[src/rtl/lcd_sync_pkg.sv]
package lcd_sync_pkg;

  typedef enum logic [1:0] {
    RG_BLANK  = 2'd0,
    RG_ACTIVE = 2'd1,
    RG_FRONT  = 2'd2
  } region_e;

  // level of a sync line given whether the pulse is on and its polarity
  function automatic logic sync_level(input logic on, input logic pol);
    return on ? pol : ~pol;
  endfunction

endpackage

[src/rtl/lcd_beat_ctr.sv]
module lcd_beat_ctr #(
  parameter int BEATS = 3
) (
  input  logic clk,
  input  logic rst,
  output logic beat_first,
  output logic beat_last
);
  generate
    if (BEATS == 1) begin : g_single
      assign beat_first = 1'b1;
      assign beat_last  = 1'b1;
    end else begin : g_multi
      localparam int BW = $clog2(BEATS);
      logic [BW-1:0] beat_q;
      always_ff @(posedge clk) begin
        if (rst) beat_q <= '0;
        else if (beat_q == BW'(BEATS - 1)) beat_q <= '0;
        else beat_q <= beat_q + 1'b1;
      end
      assign beat_first = (beat_q == '0);
      assign beat_last  = (beat_q == BW'(BEATS - 1));
    end
  endgenerate
endmodule

[src/rtl/lcd_span_ctr.sv]
module lcd_span_ctr
  import lcd_sync_pkg::*;
#(
  parameter int BLANK  = 3,
  parameter int ACTIVE = 4,
  parameter int FRONT  = 2,
  parameter int SYNC   = 2
) (
  input  logic    clk,
  input  logic    rst,
  input  logic    step,
  output logic    wrap,
  output logic    at_first_active,
  output logic    in_sync,
  output region_e region
);
  localparam int TOTAL = BLANK + ACTIVE + FRONT;
  localparam int CW    = $clog2(TOTAL + 1);

  generate
    if (SYNC < 1 || SYNC > BLANK) begin : g_bad_sync
      $error("sync pulse must fit inside the blank interval");
    end
  endgenerate

  logic [CW-1:0] pos_q;

  assign wrap = (pos_q == CW'(TOTAL - 1));

  always_ff @(posedge clk) begin
    if (rst) pos_q <= '0;
    else if (step) pos_q <= wrap ? '0 : pos_q + 1'b1;
  end

  always_comb begin
    if (pos_q < CW'(BLANK)) region = RG_BLANK;
    else if (pos_q < CW'(BLANK + ACTIVE)) region = RG_ACTIVE;
    else region = RG_FRONT;
  end

  assign at_first_active = (pos_q == CW'(BLANK));
  assign in_sync         = (pos_q < CW'(SYNC));
endmodule

[src/rtl/lcd_pix_gate.sv]
module lcd_pix_gate #(
  parameter int DW = 8
) (
  input  logic          clk,
  input  logic          rst,
  input  logic          active,
  input  logic          frame_first,
  input  logic          s_valid,
  input  logic          s_sop,
  input  logic [DW-1:0] s_data,
  output logic          s_ready,
  output logic [DW-1:0] data_next,
  output logic          err_flag
);
  logic drop_q, drop_now, take, misplaced;

  // a discard ends on the first visible beat of a new frame
  assign drop_now  = drop_q & ~frame_first;
  assign s_ready   = active & ~drop_now;
  assign take      = s_valid & s_ready;
  assign misplaced = take & s_sop & ~frame_first;
  assign data_next = (take & ~misplaced) ? s_data : '0;

  always_ff @(posedge clk) begin
    if (rst) begin
      drop_q   <= 1'b0;
      err_flag <= 1'b0;
    end else if (misplaced) begin
      drop_q   <= 1'b1;
      err_flag <= 1'b1;
    end else if (frame_first) begin
      drop_q   <= 1'b0;
    end
  end
endmodule

[src/rtl/lcd_sync_gen.sv]
module lcd_sync_gen
  import lcd_sync_pkg::*;
#(
  parameter int   DW    = 8,
  parameter int   BEATS = 3,
  parameter int   HA    = 4,
  parameter int   HB    = 3,
  parameter int   HF    = 2,
  parameter int   HS    = 2,
  parameter int   VA    = 3,
  parameter int   VB    = 2,
  parameter int   VF    = 1,
  parameter int   VS    = 1,
  parameter logic H_POL = 1'b0,
  parameter logic V_POL = 1'b1
) (
  input  logic          clk,
  input  logic          rst,
  input  logic          s_valid,
  input  logic          s_sop,
  input  logic [DW-1:0] s_data,
  output logic          s_ready,
  output logic [DW-1:0] lcd_data,
  output logic          lcd_de,
  output logic          lcd_hsync,
  output logic          lcd_vsync,
  output logic          err_flag
);
  generate
    if (!(BEATS == 1 || BEATS == 3)) begin : g_bad_beats
      $error("BEATS must be 1 or 3");
    end
  endgenerate

  logic    beat_first, beat_last;
  logic    h_wrap, h_first, h_sync;
  logic    v_wrap, v_first, v_sync;
  region_e h_region, v_region;
  logic    active, frame_first;
  logic [DW-1:0] data_next;

  lcd_beat_ctr #(.BEATS(BEATS)) u_beat (
    .clk(clk), .rst(rst), .beat_first(beat_first), .beat_last(beat_last)
  );

  lcd_span_ctr #(.BLANK(HB), .ACTIVE(HA), .FRONT(HF), .SYNC(HS)) u_hspan (
    .clk(clk), .rst(rst), .step(beat_last), .wrap(h_wrap),
    .at_first_active(h_first), .in_sync(h_sync), .region(h_region)
  );

  lcd_span_ctr #(.BLANK(VB), .ACTIVE(VA), .FRONT(VF), .SYNC(VS)) u_vspan (
    .clk(clk), .rst(rst), .step(beat_last & h_wrap), .wrap(v_wrap),
    .at_first_active(v_first), .in_sync(v_sync), .region(v_region)
  );

  assign active      = (h_region == RG_ACTIVE) && (v_region == RG_ACTIVE);
  assign frame_first = active & h_first & v_first & beat_first;

  lcd_pix_gate #(.DW(DW)) u_gate (
    .clk(clk), .rst(rst), .active(active), .frame_first(frame_first),
    .s_valid(s_valid), .s_sop(s_sop), .s_data(s_data),
    .s_ready(s_ready), .data_next(data_next), .err_flag(err_flag)
  );

  always_ff @(posedge clk) begin
    if (rst) begin
      lcd_de    <= 1'b0;
      lcd_data  <= '0;
      lcd_hsync <= ~H_POL;
      lcd_vsync <= ~V_POL;
    end else begin
      lcd_de    <= active;
      lcd_data  <= data_next;
      lcd_hsync <= sync_level(h_sync, H_POL);
      lcd_vsync <= sync_level(v_sync, V_POL);
    end
  end
endmodule


[config.mk]
export PLATFORM = sky130hd
export DESIGN_NAME = lcd_sync_gen
export DESIGN_NICKNAME = d
export VERILOG_FILES = /design/src/rtl/lcd_sync_pkg.sv /design/src/rtl/lcd_beat_ctr.sv /design/src/rtl/lcd_span_ctr.sv /design/src/rtl/lcd_pix_gate.sv /design/src/rtl/lcd_sync_gen.sv
export SDC_FILE = /design/constraint.sdc
export NUM_CORES = 1
export LEC_CHECK = 0
export ABC_CLOCK_PERIOD_IN_PS = 1400
export CORE_UTILIZATION = 53
export DETAILED_ROUTE_END_ITERATION = 10
export DONT_BUFFER_PORTS = 1
export GPL_ROUTABILITY_DRIVEN = 0
export HOLD_SLACK_MARGIN = 0.06
export PLACE_DENSITY = 0.71
export SYNTH_ARGS = -nofsm -noshare
export SYNTH_HDL_FRONTEND = slang
export SYNTH_SLANG_ARGS = --single-unit
[constraint.sdc]
create_clock -name clk -period 1.4 [get_ports clk]
set_input_delay 0.28 -clock clk [delete_from_list [all_inputs] [get_ports clk]]
set_output_delay 0.28 -clock clk [all_outputs]
set_load 0.005 [all_outputs]
==> results.ini <==
[status]
status=finished with violations
violations=design-rule violations, negative setup slack

[sta]
clock-skew-final_ps=4.80
timing.final.crit_period_ps=1580
finalHoldViolCount=0
share_of_the_clock_period_used_by_the_worst_path_pct=113
setup_ws_ps=-179
rsz0062_at_grt=yes
setup-violations-final=10
totalNegativeSetupSlack_ps=-866
hold_slack_ps=169
timing.slew.headroom_pct=70.8
max_clock_freq_mhz=633
number_of_pins_exceeding_their_max_slew_limit_in_the_final_report=0
max_slew.worst_pin.slew_ps=436

[die]
die_y_um=44.0
starting_density_pct=59.4
io_pins=25
num_rows=14
coreArea_um2=1580
die_w_um=44.0
floorplan.die_area_um2=1940

[logic_synthesis]
synth-seq-area-share_pct=47.1
synth_area_um2=936
syn_avg_cell_area_um2=10.5
synthesis.yosys.warnings=0
post_synth_main_area_contributors=dfxtp_1 47%, and4bb_2 11%, ha_1 5.3%, inv_1 3.6%, a21oi_1 2.7%
synth_flop_type=dfxtp_1
synth_top_cell_area_share_pct=47.1
synth_area_leader_cell=dfxtp_1
post_synth_num_cell_types=34
synth_edf_count=0
synth-async-reset-ratio_pct=0
postSynthRegisterBits=22
syn_nets=105
postSynthCellCount=89

[routing]
detailedRoute.firstPassIterationCount=7
routed_via_density=5.94
routed_len_inst_um=15.3
drt_iter0_markers=10
drc_violation_count_after_routing=3
detail_route.wirelength_um=1820
drt.antenna.violating_nets=0
routed-via-count=707

[hold_path]
min-delay-path-class=input port to flop

[clock_network]
cts_tree=yes
clock_tree.root_cell=clkbuf_4
cts-root-to-sink-buffers=2
cts.reportedPaths.clkPinSlew_ps=110
htreeDepth=1
clkLatencyLatePin_ps=300
clock_sinks=22
numCtsBuffers=3

[pwr]
p_per_area_nw_per_um2=938
max_ir_drop_vdd_uv=1080
p_leak_uw=0.000439

[worst_setup_path]
req_time_crit_path_ps=1120
timing.critical_path.from_type=flop
critPathMaxFanout=4
critical_path_arrival_ps=1300
endpoint_kind=output port
worst-setup-path-type=flop to output port

[placement]
placement.io_buffers=0
area_of_placed_instances_um2=1010
place.detailed.hpwl_um=1310
numPlacedInstances=112

[global_routing]
grt_pass1_vias=695
global_route.overflow_total=0
wire_length_of_the_first_global_routing_pass_um=3020
maximum_number_of_pins_on_one_net_before_global_route_repair=12
grt_util_all_layers_pct=21.6
antenna_violations_before_repair=0

[layout]
area_growth_syn_to_layout_pct=21.4
antenna-diode-count=0
final-instance-count-excl-fill=119
fin_nets=121
most-common-layout-cells=16 x dfxtp_1, 11 x buf_4, 8 x inv_1, 8 x and4bb_2
n_fill_cell=126
drive_gt1_share_pct=42.7
layout.cell_area.non_filler_um2=1140
layout_commonest_cell=dfxtp_1

[flow_run]
total_of_max_cap_violations=0

logic make-up after synthesis:
logic type | synth area share [%]
compound gates | 10.2
buf+inv | 4.54
simple gates | 29.0
fa+ha+maj | 5.35
mux | 1.07
flops | 47.1
xor+xnor | 2.81
stage by stage:
step	power (uW)	setup slack, ps	util [%]
2_1_floorplan	756	19.1	-
3_3_place_gp	783	-33.0	64.4
3_5_place_dp	791	-157	64.4
4_1_cts	1080	-185	70.2
5_1_grt	1130	-257	72.1
6_report	1070	-179	72.1
area by class of cell:
class                   instances  area, um2  share of cell area [%]
well taps                      16       20.0                    1.76
flip-flops and latches         22        448                    39.4
clock buffers                   3       22.5                    1.98
repair buffers                 13        103                    9.03
inverters                       9       33.8                    2.97
multi-input cells              56        509                    44.8
final timing paths:
check / start / to / slack, ps / cells after the start
max: u_hspan.pos_q[1]$_SDFFE_PP0P_ / s_ready / -180 / 4
min reg2reg: u_beat.g_multi.beat_q[0]$_SDFF_PP0_ / u_beat.g_multi.beat_q[0]$_SDFF_PP0_ / 430 / 1
min: rst / u_gate.err_flag$_SDFFE_PP0P_ / 170 / 3
max reg2reg: u_hspan.pos_q[1]$_SDFFE_PP0P_ / lcd_data[6]$_SDFF_PP0_ / -90 / 5
power breakdown:
part	leakage (uW)	internal [uW]	total, uW	switching, uW
registers	0.000182	649	665	15.8
logic	0.000244	63.5	129	65.7
clock network	0.0000138	100	271	171
state kept, by name, summed over array words and instances (netlist names):
signal,count
u_gate.err_flag,1
u_vspan.pos_q,3
lcd_hsync,1
u_gate.drop_q,1
lcd_vsync,1
u_beat.g_multi.beat_q,2
lcd_de,1
lcd_data,8
u_hspan.pos_q,4
timing repair:
item,in CTS,in global routing
gates resized for setup,13,5
endpoints found under the hold margin,11,2
hold buffers,1,1
setup endpoints to repair,12,12
pin swaps,4,1
buffers inserted,1,1
cloned,0,0
metal layers:
layer / global-route usage (%) / share of wire (%) / vias up
li1: - / - / 355
met1: 23.2 / 41 / 331
met2: 39.1 / 53 / 19
met3: 7.76 / 5.4 / 2
met4: 6.67 / 0.72 / 0
met5: 0 / 0 / -
synth_stat cells (all sizes together), types with 3 or more instances:
library cell / count
a21oi: 5
and4bb: 8
dfxtp: 22
ha: 4
inv: 9
nand2: 6
nand3: 3
nor3: 3
critical path: stages, from the launching register on:
cell     delay, ps
dfxtp_2        370
ha_4           180
and2b_2        200
nand3_2         90
a21oi_2        160
Note: power is estimated with default switching activity, not from simulation.
